<file path="src/rtl/pit_pkg.sv">
package pit_pkg;

   typedef enum logic [1:0] {
      KIND_FAIL    = 2'd0,
      KIND_PASS    = 2'd1,
      KIND_ERROR   = 2'd2,
      KIND_TIMEOUT = 2'd3
   } pit_kind_e;

   typedef enum logic [1:0] {
      ST_IDLE,
      ST_ENTER,
      ST_PHASE,
      ST_REPORT
   } pit_state_e;

endpackage

</file>
<file path="src/rtl/pit_sync.sv">
module pit_sync #(
   parameter int W      = 1,
   parameter int STAGES = 2
) (
   input  logic         clk,
   input  logic         rst_n,
   input  logic [W-1:0] d_i,
   output logic [W-1:0] q_o
);

   logic [W-1:0] stg_q [STAGES];

   always_ff @(posedge clk or negedge rst_n) begin
      if (!rst_n) stg_q[0] <= '0;
      else        stg_q[0] <= d_i;
   end

   for (genvar g = 1; g < STAGES; g++) begin : g_stage
      always_ff @(posedge clk or negedge rst_n) begin
         if (!rst_n) stg_q[g] <= '0;
         else        stg_q[g] <= stg_q[g-1];
      end
   end

   assign q_o = stg_q[STAGES-1];

endmodule

</file>
<file path="src/rtl/pit_code_filter.sv">
module pit_code_filter #(
   parameter int CODE_W        = 8,
   parameter int STABLE_CYCLES = 2
) (
   input  logic              clk,
   input  logic              rst_n,
   input  logic [CODE_W-1:0] raw_i,
   output logic [CODE_W-1:0] code_o
);

   logic [CODE_W-1:0] acc_q;

   if (STABLE_CYCLES == 1) begin : g_direct
      always_ff @(posedge clk or negedge rst_n) begin
         if (!rst_n) acc_q <= '0;
         else        acc_q <= raw_i;
      end
   end else begin : g_run
      localparam int RUN_W = $clog2(STABLE_CYCLES + 1);
      localparam logic [RUN_W-1:0] RUN_LAST = RUN_W'(STABLE_CYCLES - 1);
      localparam logic [RUN_W-1:0] RUN_DONE = RUN_W'(STABLE_CYCLES);

      logic [CODE_W-1:0] cand_q;
      logic [RUN_W-1:0]  run_q;

      always_ff @(posedge clk or negedge rst_n) begin
         if (!rst_n) begin
            cand_q <= '0;
            run_q  <= RUN_DONE;
            acc_q  <= '0;
         end else if (raw_i != cand_q) begin
            cand_q <= raw_i;
            run_q  <= RUN_W'(1);
         end else if (run_q == RUN_LAST) begin
            acc_q <= cand_q;
            run_q <= RUN_DONE;
         end else if (run_q < RUN_LAST) begin
            run_q <= run_q + 1'b1;
         end
      end
   end

   assign code_o = acc_q;

endmodule

</file>
<file path="src/rtl/pit_interval_counter.sv">
module pit_interval_counter #(
   parameter int CNT_W = 16,
   parameter int OVF_W = 8
) (
   input  logic             clk,
   input  logic             rst_n,
   input  logic             restart_i,
   input  logic             strobe_i,
   input  logic             active_i,
   input  logic [OVF_W-1:0] ovf_limit_i,
   output logic [CNT_W-1:0] count_o,
   output logic             timeout_o
);

   logic             strobe_prev_q;
   logic [CNT_W-1:0] cnt_q;
   logic [OVF_W-1:0] ovf_q;
   logic             rise;
   logic             wrap;

   assign rise = strobe_i & ~strobe_prev_q;
   assign wrap = (cnt_q == {CNT_W{1'b1}}) && !rise && !restart_i;

   always_ff @(posedge clk or negedge rst_n) begin
      if (!rst_n) begin
         strobe_prev_q <= 1'b0;
         cnt_q         <= '0;
         ovf_q         <= '0;
      end else begin
         strobe_prev_q <= strobe_i;
         if (restart_i || rise) cnt_q <= '0;
         else                   cnt_q <= cnt_q + 1'b1;
         if (restart_i)
            ovf_q <= '0;
         else if (active_i && wrap && ovf_q != {OVF_W{1'b1}})
            ovf_q <= ovf_q + 1'b1;
      end
   end

   assign count_o   = cnt_q;
   assign timeout_o = active_i && wrap && (ovf_limit_i != '0) &&
                      (({1'b0, ovf_q} + 1'b1) == {1'b0, ovf_limit_i});

endmodule

</file>
<file path="src/rtl/phase_interval_timer.sv">
module phase_interval_timer
   import pit_pkg::*;
#(
   parameter int              CNT_W         = 16,
   parameter int              CODE_W        = 8,
   parameter int              OVF_W         = 8,
   parameter int              SYNC_STAGES   = 2,
   parameter int              STABLE_CYCLES = 2,
   parameter logic [CODE_W-1:0] PHASE_CODE  = 8'h21,
   parameter logic [CODE_W-1:0] FAIL_CODE   = 8'hA4,
   parameter logic [CODE_W-1:0] PASS_CODE_A = 8'h22,
   parameter logic [CODE_W-1:0] PASS_CODE_B = 8'h2F
) (
   input  logic              clk,
   input  logic              rst_n,
   input  logic              start_i,
   input  logic              strobe_i,
   input  logic [CODE_W-1:0] code_i,
   input  logic [OVF_W-1:0]  ovf_limit_i,
   output logic              tgt_rst_low_o,
   output logic              busy_o,
   output logic              res_valid_o,
   input  logic              res_ready_i,
   output logic [1:0]        res_kind_o,
   output logic [CNT_W-1:0]  res_count_o,
   output logic [CODE_W-1:0] res_code_o
);

   localparam int SYNC_W = CODE_W + 1;

   if (CNT_W < 2)         begin : g_bad_cnt    $error("CNT_W must be at least 2"); end
   if (SYNC_STAGES < 2)   begin : g_bad_sync   $error("SYNC_STAGES must be at least 2"); end
   if (STABLE_CYCLES < 1) begin : g_bad_stable $error("STABLE_CYCLES must be at least 1"); end
   if (PHASE_CODE == FAIL_CODE || PHASE_CODE == PASS_CODE_A || PHASE_CODE == PASS_CODE_B)
      begin : g_bad_codes $error("phase code must differ from the end codes"); end

   logic [SYNC_W-1:0] sync_q;
   logic              strobe_s;
   logic [CODE_W-1:0] code_s;
   logic [CODE_W-1:0] code_f;
   logic [CNT_W-1:0]  count;
   logic              timeout;
   logic              restart;
   logic              active;

   pit_state_e        st_q, st_d;
   pit_kind_e         kind_q, kind_d;
   logic [CNT_W-1:0]  cap_q, cap_d;
   logic [CODE_W-1:0] end_q, end_d;

   pit_sync #(.W(SYNC_W), .STAGES(SYNC_STAGES)) i_sync (
      .clk   (clk),
      .rst_n (rst_n),
      .d_i   ({strobe_i, code_i}),
      .q_o   (sync_q)
   );
   assign strobe_s = sync_q[SYNC_W-1];
   assign code_s   = sync_q[CODE_W-1:0];

   pit_code_filter #(.CODE_W(CODE_W), .STABLE_CYCLES(STABLE_CYCLES)) i_filter (
      .clk    (clk),
      .rst_n  (rst_n),
      .raw_i  (code_s),
      .code_o (code_f)
   );

   assign restart = (st_q == ST_IDLE) && start_i;
   assign active  = (st_q == ST_ENTER) || (st_q == ST_PHASE);

   pit_interval_counter #(.CNT_W(CNT_W), .OVF_W(OVF_W)) i_counter (
      .clk         (clk),
      .rst_n       (rst_n),
      .restart_i   (restart),
      .strobe_i    (strobe_s),
      .active_i    (active),
      .ovf_limit_i (ovf_limit_i),
      .count_o     (count),
      .timeout_o   (timeout)
   );

   always_comb begin
      st_d   = st_q;
      kind_d = kind_q;
      cap_d  = cap_q;
      end_d  = end_q;
      unique case (st_q)
         ST_IDLE: begin
            if (start_i) st_d = ST_ENTER;
         end
         ST_ENTER: begin
            if (timeout) begin
               st_d   = ST_REPORT;
               kind_d = KIND_TIMEOUT;
               cap_d  = '0;
               end_d  = code_f;
            end else if (code_f == PHASE_CODE) begin
               st_d = ST_PHASE;
            end
         end
         ST_PHASE: begin
            if (code_f != PHASE_CODE) begin
               st_d  = ST_REPORT;
               end_d = code_f;
               if (code_f == FAIL_CODE) begin
                  kind_d = KIND_FAIL;
                  cap_d  = count;
               end else if (code_f == PASS_CODE_A || code_f == PASS_CODE_B) begin
                  kind_d = KIND_PASS;
                  cap_d  = '0;
               end else begin
                  kind_d = KIND_ERROR;
                  cap_d  = '0;
               end
            end else if (timeout) begin
               st_d   = ST_REPORT;
               kind_d = KIND_TIMEOUT;
               cap_d  = '0;
               end_d  = code_f;
            end
         end
         ST_REPORT: begin
            if (res_ready_i) st_d = ST_IDLE;
         end
         default: st_d = ST_IDLE;
      endcase
   end

   always_ff @(posedge clk or negedge rst_n) begin
      if (!rst_n) begin
         st_q   <= ST_IDLE;
         kind_q <= KIND_FAIL;
         cap_q  <= '0;
         end_q  <= '0;
      end else begin
         st_q   <= st_d;
         kind_q <= kind_d;
         cap_q  <= cap_d;
         end_q  <= end_d;
      end
   end

   assign tgt_rst_low_o = (st_q == ST_IDLE) || (st_q == ST_REPORT);
   assign busy_o        = (st_q != ST_IDLE);
   assign res_valid_o   = (st_q == ST_REPORT);
   assign res_kind_o    = kind_q;
   assign res_count_o   = cap_q;
   assign res_code_o    = end_q;

endmodule

</file>
<file path="config.mk">
export PLATFORM = sky130hd
export DESIGN_NAME = phase_interval_timer
export DESIGN_NICKNAME = d
export VERILOG_FILES = /design/src/rtl/pit_pkg.sv /design/src/rtl/pit_sync.sv /design/src/rtl/pit_code_filter.sv /design/src/rtl/pit_interval_counter.sv /design/src/rtl/phase_interval_timer.sv
export SDC_FILE = /design/constraint.sdc
export NUM_CORES = 1
export LEC_CHECK = 0
export ABC_AREA = 1
export BUFFER_PORTS_ARGS = -buffer_cell sky130_fd_sc_hd__buf_2
export CORE_AREA = 2 2 75 131
export CTS_CLUSTER_DIAMETER = 30
export DETAILED_ROUTE_END_ITERATION = 16
export DIE_AREA = 0 0 77 133
export GPL_ROUTABILITY_DRIVEN = 0
export GPL_TIMING_DRIVEN = 1
export PLACE_DENSITY = 0.64
export REMOVE_ABC_BUFFERS = 1
export SLEW_MARGIN = 10
export SYNTH_ARGS = -nofsm -noshare
export SYNTH_HDL_FRONTEND = slang
export SYNTH_SLANG_ARGS = --single-unit
</file>
<file path="constraint.sdc">
create_clock -name clk -period 2.5 [get_ports clk]
set_input_delay 0.5 -clock clk [delete_from_list [all_inputs] [get_ports clk]]
set_output_delay 0.5 -clock clk [all_outputs]
set_load 0.02 [all_outputs]
</file>
* Word level (Yosys, flattened, before mapping) *
Index checks and enable logic that the tools add are counted.

operators by class
  add/sub/neg operators = 4
  magnitude comparators = 1
  equal/unequal tests = 17
  mux-type cells = 25
  bitwise logic cells = 3
  reductions and logical operators = 21

operators by type and width
  cell                                                 number
  two-way mux 16 bit                                   4
  two-way mux 8 bit                                    4
  one-hot mux 16 bit (2 select lines)                  1
  two-way mux 2 bit                                    13
  equality test 8 x 6 -> 1 bit, second input constant  3
  adder 16 x 1 -> 16 bit, second input constant        1
  equality test 16 bit, second input constant          1
  one-hot mux 8 bit (2 select lines)                   1
  adder 8 x 1 -> 9 bit, second input constant          1
  equality test 9 x 8 -> 1 bit                         1
  adder 8 x 1 -> 8 bit, second input constant          1
  equality test 8 bit, second input constant           1
  != test 8 x 6 -> 1 bit, second input constant        1
  != test 8 bit                                        1
  != test 8 bit, second input constant                 1
  one-hot mux 2 bit (4 select lines)                   1
  nonzero test 8 bit                                   1
  logical AND 1 bit                                    7
  != test 3 x 1 -> 1 bit, second input constant        2
  nonzero test 2 bit                                   3
  equality test 2 x 1 -> 1 bit, second input constant  2
  equality test 2 bit, second input constant           2
  logical OR 1 bit                                     4
  one-hot mux 2 bit (2 select lines)                   1
  other kinds (11)                                     13

storage, ports and cells
  flip-flop bits (word level) = 89
  bits of input ports = 21
  output and inout bits = 29
  word-level logic and storage cells = 83

* Logic depth before layout (Yosys ltp) *
  depth in word-level cells = 11
  gate-level depth with buffers = 15

* Cells and area by module *
From an unflattened synthesis, not the netlist that was laid out.

unflattened totals
  cells, all modules = 536
  area total of the unflattened synthesis = 4394.2 µm²

by module, submodules not included
  module                times used  cells each  area each (µm²)  seq. area each (µm²)
  pit_interval_counter  1           213         1487.7           625.6
  phase_interval_timer  1           173         1437.6           700.7
  pit_code_filter       1           123         950.9            451.7
  pit_sync              1           27          518.0            450.4

* Worst setup path after synthesis *
OpenSTA, ideal clock, no wires.

  path type = reg-to-reg
  start = reg st_q[0]
  end = reg cap_q[0] (netlist: res_count_o[0])
  library setup time = 0.127 ns
  arrival time = 1.994 ns
  path slack = 0.378 ns
  cell stages (with the launch flop) = 13
  buffers on the path = 1
  period minus slack after synthesis = 2.122 ns
  cells stage by stage = dfrtp_1 > inv_1 > ha_1 > nand2_1 > a21boi_0 > nand3_1 > nor2_4 > nand3_4 > nor2_8 > o21ai_4 > buf_6 > nand2_1 > o21ai_0

between the ends
  longest elaborated chain between the ends = 10

RTL lines
  what                                 line                         source
  start: declaration                   phase_interval_timer.sv:46   pit_state_e st_q, st_d;
  start signal: assignment             phase_interval_timer.sv:135  st_q <= st_d;
  zero test 2 bit                      phase_interval_timer.sv:67   assign restart = (st_q == ST_IDLE) && start_i;
  logical AND 1 bit                    phase_interval_timer.sv:67
  zero test 1 bit                      pit_interval_counter.sv:22   assign wrap = (cnt_q == {CNT_W{1'b1}}) && !rise && !restart_i;
  logical AND 1 bit                    pit_interval_counter.sv:22
  logical AND 1 bit (3 in series)      pit_interval_counter.sv:41   assign timeout_o = active_i && wrap && (ovf_limit_i != '0) &&
  two-way mux 16 bit (2 in series)     n/a
  one-hot mux 16 bit (2 select lines)  phase_interval_timer.sv:86   unique case (st_q)
  end signal: assignment               phase_interval_timer.sv:137  cap_q <= cap_d;
  end: declaration                     phase_interval_timer.sv:48   logic [CNT_W-1:0] cap_q, cap_d;

Parallel ways exist; a longest one is shown, timed or not.
A chain may end at the register's enable or synchronous reset.

* Worst setup path in the final report *
  start = reg st_q[0]
  end = out tgt_rst_low_o

between the ends
  longest elaborated chain between the ends = 2

RTL lines
  what                                                    line                         source
  equality test 2 bit or zero test 2 bit (tied branches)  phase_interval_timer.sv:142  assign tgt_rst_low_o = (st_q == ST_IDLE) || (st_q == ST_REPORT);
  logical OR 1 bit *                                      phase_interval_timer.sv:142
  end: declaration                                        phase_interval_timer.sv:20   output logic tgt_rst_low_o,

Every way passes the cells marked *; elsewhere a longest branch is shown, timed or not.

==> Implementation_results.wiki <==
{| class="wikitable"
! Metric !! Value
|-
| Fraction of post-synthesis cell area in the top cell type by area || 0.5442
|-
| Number of global-route vias before repair || 3082
|-
| Number of synthesized flops with an enable pin || 0
|-
| Area of the die || 10240 µm²
|-
| Clk slew on worst S/H paths || 0.07 ns
|-
| IO buf count || 49
|-
| Part of the Yosys area used for sequential elements || 0.5507
|-
| Tcrit/Tclk final || 0.9270
|-
| Reg2reg end || res_count_o[4]
|-
| GR Layer Usage met1 || 0.1950
|-
| # clock sinks || 89
|-
| Most numerous cell types in the synthesized netlist || nand2_1, dfrtp_1, inv_1, nor2_1, a21oi_1
|-
| Least setup slack across all paths after layout || 0.1824 ns
|-
| Worst Path Max Fanout || 12
|-
| Cells resized by post-CTS repair || 0
|-
| Most used standard cell by instance count after synthesis || nand2_1
|-
| Setup repair after global routing missed its margin || no
|-
| Number of setup violations in the final report || 0
|-
| Tot GR Track Use || 0.1732
|-
| Layer with the highest usage || met2
|-
| Hold Vio Cnt, Final || 0
|-
| Time the worst path needs with I/O delays and setup || 2.318 ns
|-
| DRT iter0 DRCs || 164
|-
| Type of destination of the critical path || primary output
|-
| Crit path arrival time || 1.82 ns
|-
| Share of flip-flops with an asynchronous set or reset after synthesis || 1.000
|-
| Average wire length per cell after detail routing || 13.24 µm
|-
| Measured slew at the worst slew-check pin || 0.5396 ns
|-
| Post-Layout Inst Area || 4770 µm²
|-
| Maximum count of clock buffers along a single path || 2
|-
| Fmax || 431.5 MHz
|-
| Worst rel slew slack || 0.6403
|-
| Worst slack, placed || 0.1419 ns
|-
| Number of library cell types mapped by synthesis || 36
|-
| Met2 Use GR || 0.3090
|-
| Clock root buffer || clkbuf_16
|-
| Ant. Diodes || 0
|-
| Run status || complete, no violations
|-
| Cts-stage hold buffer count || 0
|-
| Peak VDD IR || 574.0 µV
|-
| Drt total wl || 8.475 mm
|-
| Syn-to-layout area delta || 17.87%
|-
| Pin count of the biggest net entering global routing || 51
|-
| Post-CTS Setup Inserts || 0
|-
| DR pass1 iterations || 4
|-
| Post-detailed-route via-to-cell ratio || 4.934
|-
| TritonCTS buffer count || 9
|-
| FP Rows || 47
|-
| Most used flip-flop cell after synthesis || dfrtp_1
|-
| Count of unresolved DRC violations after routing || 0
|-
| Reg2reg start || st_q[0]
|-
| Slew Limit Fails || 0
|-
| Post-Route Skew || 0.008091 ns
|-
| Data required, critical path || 2.00 ns
|-
| Initial standard-cell utilization of the core || 0.4355
|-
| Syn Inst Count || 460
|-
| Number of levels the H-tree was split into || 3
|-
| Min-delay worst type || primary input to async pin
|-
| Post-detailed-route count of antenna-violating nets || 0
|-
| Share of final-layout standard cells stronger than drive strength 1 || 0.1757
|-
| Seq cells post-synth || 89
|-
| Global-route wire length before repair || 13.97 mm
|-
| Total Nets Final || 542
|-
| Critical Path Source Type || flip-flop
|-
| Later-pin clock latency in the skew report || 0.34 ns
|-
| Height of the chip || 133 µm
|-
| Cell area after technology mapping || 4046 µm²
|-
| Area occupied by multi-input gates || 1513 µm²
|-
| Die span in x || 77 µm
|-
| Category of the critical setup timing path || flip-flop to primary output
|-
| Reg-to-reg setup timing slack || 0.27 ns
|-
| Biggest area contributors in the synthesized netlist || dfrtp_1, nand2_1, inv_1
|-
| Initial antenna violation count || 0
|-
| Avg Synthesized Cell Area || 8.796 µm²
|-
| Length in cells of the worst reg-to-reg path || 11
|-
| Core Box Area || 9291 µm²
|-
| Power Dens Cells || 924.0 nW/µm²
|-
| Cell type contributing the most total cell area after synthesis || dfrtp_1
|-
| Overflow after GRT || 0
|-
| Fill cell total of the finished layout || 905
|-
| Seq. cell area || 2228 µm²
|-
| IO Count || 50
|-
| Leakage power figure || 2.300 nW
|-
| Count of warnings emitted by yosys || 0
|-
| DPL Wire Length || 6.021 mm
|-
| Clock tree from TritonCTS || done
|-
| Total number of vias || 3158
|-
| Met3 usage in global routing || 0.03411
|-
| Count of maximum capacitance violations || 0
|-
| Instance area after placement || 4434 µm²
|}
cells by family after synthesis:
kind of cell	after synthesis	share of synthesized area
AO/OA/AOI/OAI	89	0.1246
buffers and inverters	79	0.07947
adder cells (fa/ha/maj)	8	0.02474
AND/OR/NAND/NOR	188	0.2053
flip-flops	89	0.5507
XOR/XNOR	7	0.01515
metal layers:
metal / routed length [µm] / part of all wire
met1: 3482 / 0.41
met2: 4476 / 0.53
met3: 298 / 0.035
met4: 217 / 0.026
met5: 0 / 0
registers in the layout (all words and copies together) (netlist names):
| signal | cells |
|---|---|
| i_filter.g_run.cand_q | 8 |
| res_kind_o | 2 |
| i_counter.count_o | 16 |
| i_counter.ovf_q | 8 |
| st_q | 2 |
| i_sync.q_o | 9 |
| i_filter.code_o | 8 |
| res_count_o | 16 |
| i_filter.g_run.run_q | 2 |
| res_code_o | 8 |
| i_sync.stg_q | 9 |
| i_counter.strobe_prev_q | 1 |
final cells by class:
class / instances / area share
clock buffers: 9 / 0.04722
clock inverters: 7 / 0.01967
inverters: 63 / 0.04958
multi-input cells: 293 / 0.3172
flip-flops and latches: 89 / 0.4672
well taps: 122 / 0.03200
repair buffers: 57 / 0.06716
layout by cell type, fill, tap and decap left out, types with 2 or more instances in the layout:
cell type,netlist,final
nand2_1,98,98
dfrtp_1,88,88
inv_1,62,62
buf_2,2,48
nor2_1,42,42
a21oi_1,33,33
o21ai_0,28,28
nand3_1,23,23
clkbuf_16,0,9
nor3_1,8,8
o21ai_1,8,8
ha_1,8,8
buf_4,0,8
o21bai_1,6,6
xor2_1,6,6
o22ai_1,5,5
nand4_1,3,3
nand3_2,2,2
nor2_2,2,2
nand3b_1,2,2
o21ai_4,1,2
a21oi_2,2,2
nor4_1,2,2
or2_2,2,2
o21ai_2,2,2
clkinvlp_4,0,2
clkinv_2,0,2
bufinv_16,0,2
critical path, cell delays in order, from the launching register on:
cell and delay [ns]:
dfrtp_1 0.42, inv_1 0.11, ha_1 0.34, buf_4 0.21, inv_1 0.19, buf_2 0.21
stage by stage:
step / total power (W) / hold slack (ns) / TNS [ns] / std cells / utilization
floorplan: 0.002554 / 0.2044 / -1.265 / 444 / -
global route: 0.004665 / 0.1897 / 0 / 640 / 0.5133
global placement: 0.002938 / 0.3314 / 0 / 623 / 0.4772
finish: 0.004407 / 0.1430 / 0 / 640 / 0.5133
CTS: 0.004391 / 0.1592 / 0 / 639 / 0.5116
detailed placement: 0.002953 / 0.3347 / 0 / 623 / 0.4772
where the power goes:
| group | total, W | internal (W) | switching, W | leakage (nW) |
|---|---|---|---|---|
| combinational | 0.00122 | 0.000422 | 0.000797 | 1.01 |
| clock | 0.00143 | 0.000875 | 0.000555 | 0.152 |
| sequential | 0.00176 | 0.00161 | 0.000144 | 1.14 |
| total | 0.00441 | 0.00291 | 0.00150 | 2.30 |
worst max path at each step:
stage / from / end / slack [ns] / cells after the start
global placement: i_counter.ovf_q[1] / res_code_o[0] / 0.22 / 11
CTS: i_counter.ovf_q[1] / res_count_o[13] / 0.11 / 11
detailed placement: i_counter.ovf_q[1] / res_count_o[4] / 0.14 / 11
global route: st_q[0] / res_count_o[2] / 0.06 / 11
floorplan: st_q[0] / res_code_o[0] / -0.08 / 11
finish: st_q[0] / tgt_rst_low_o / 0.18 / 5
Note: power is estimated with default switching activity, not from simulation.
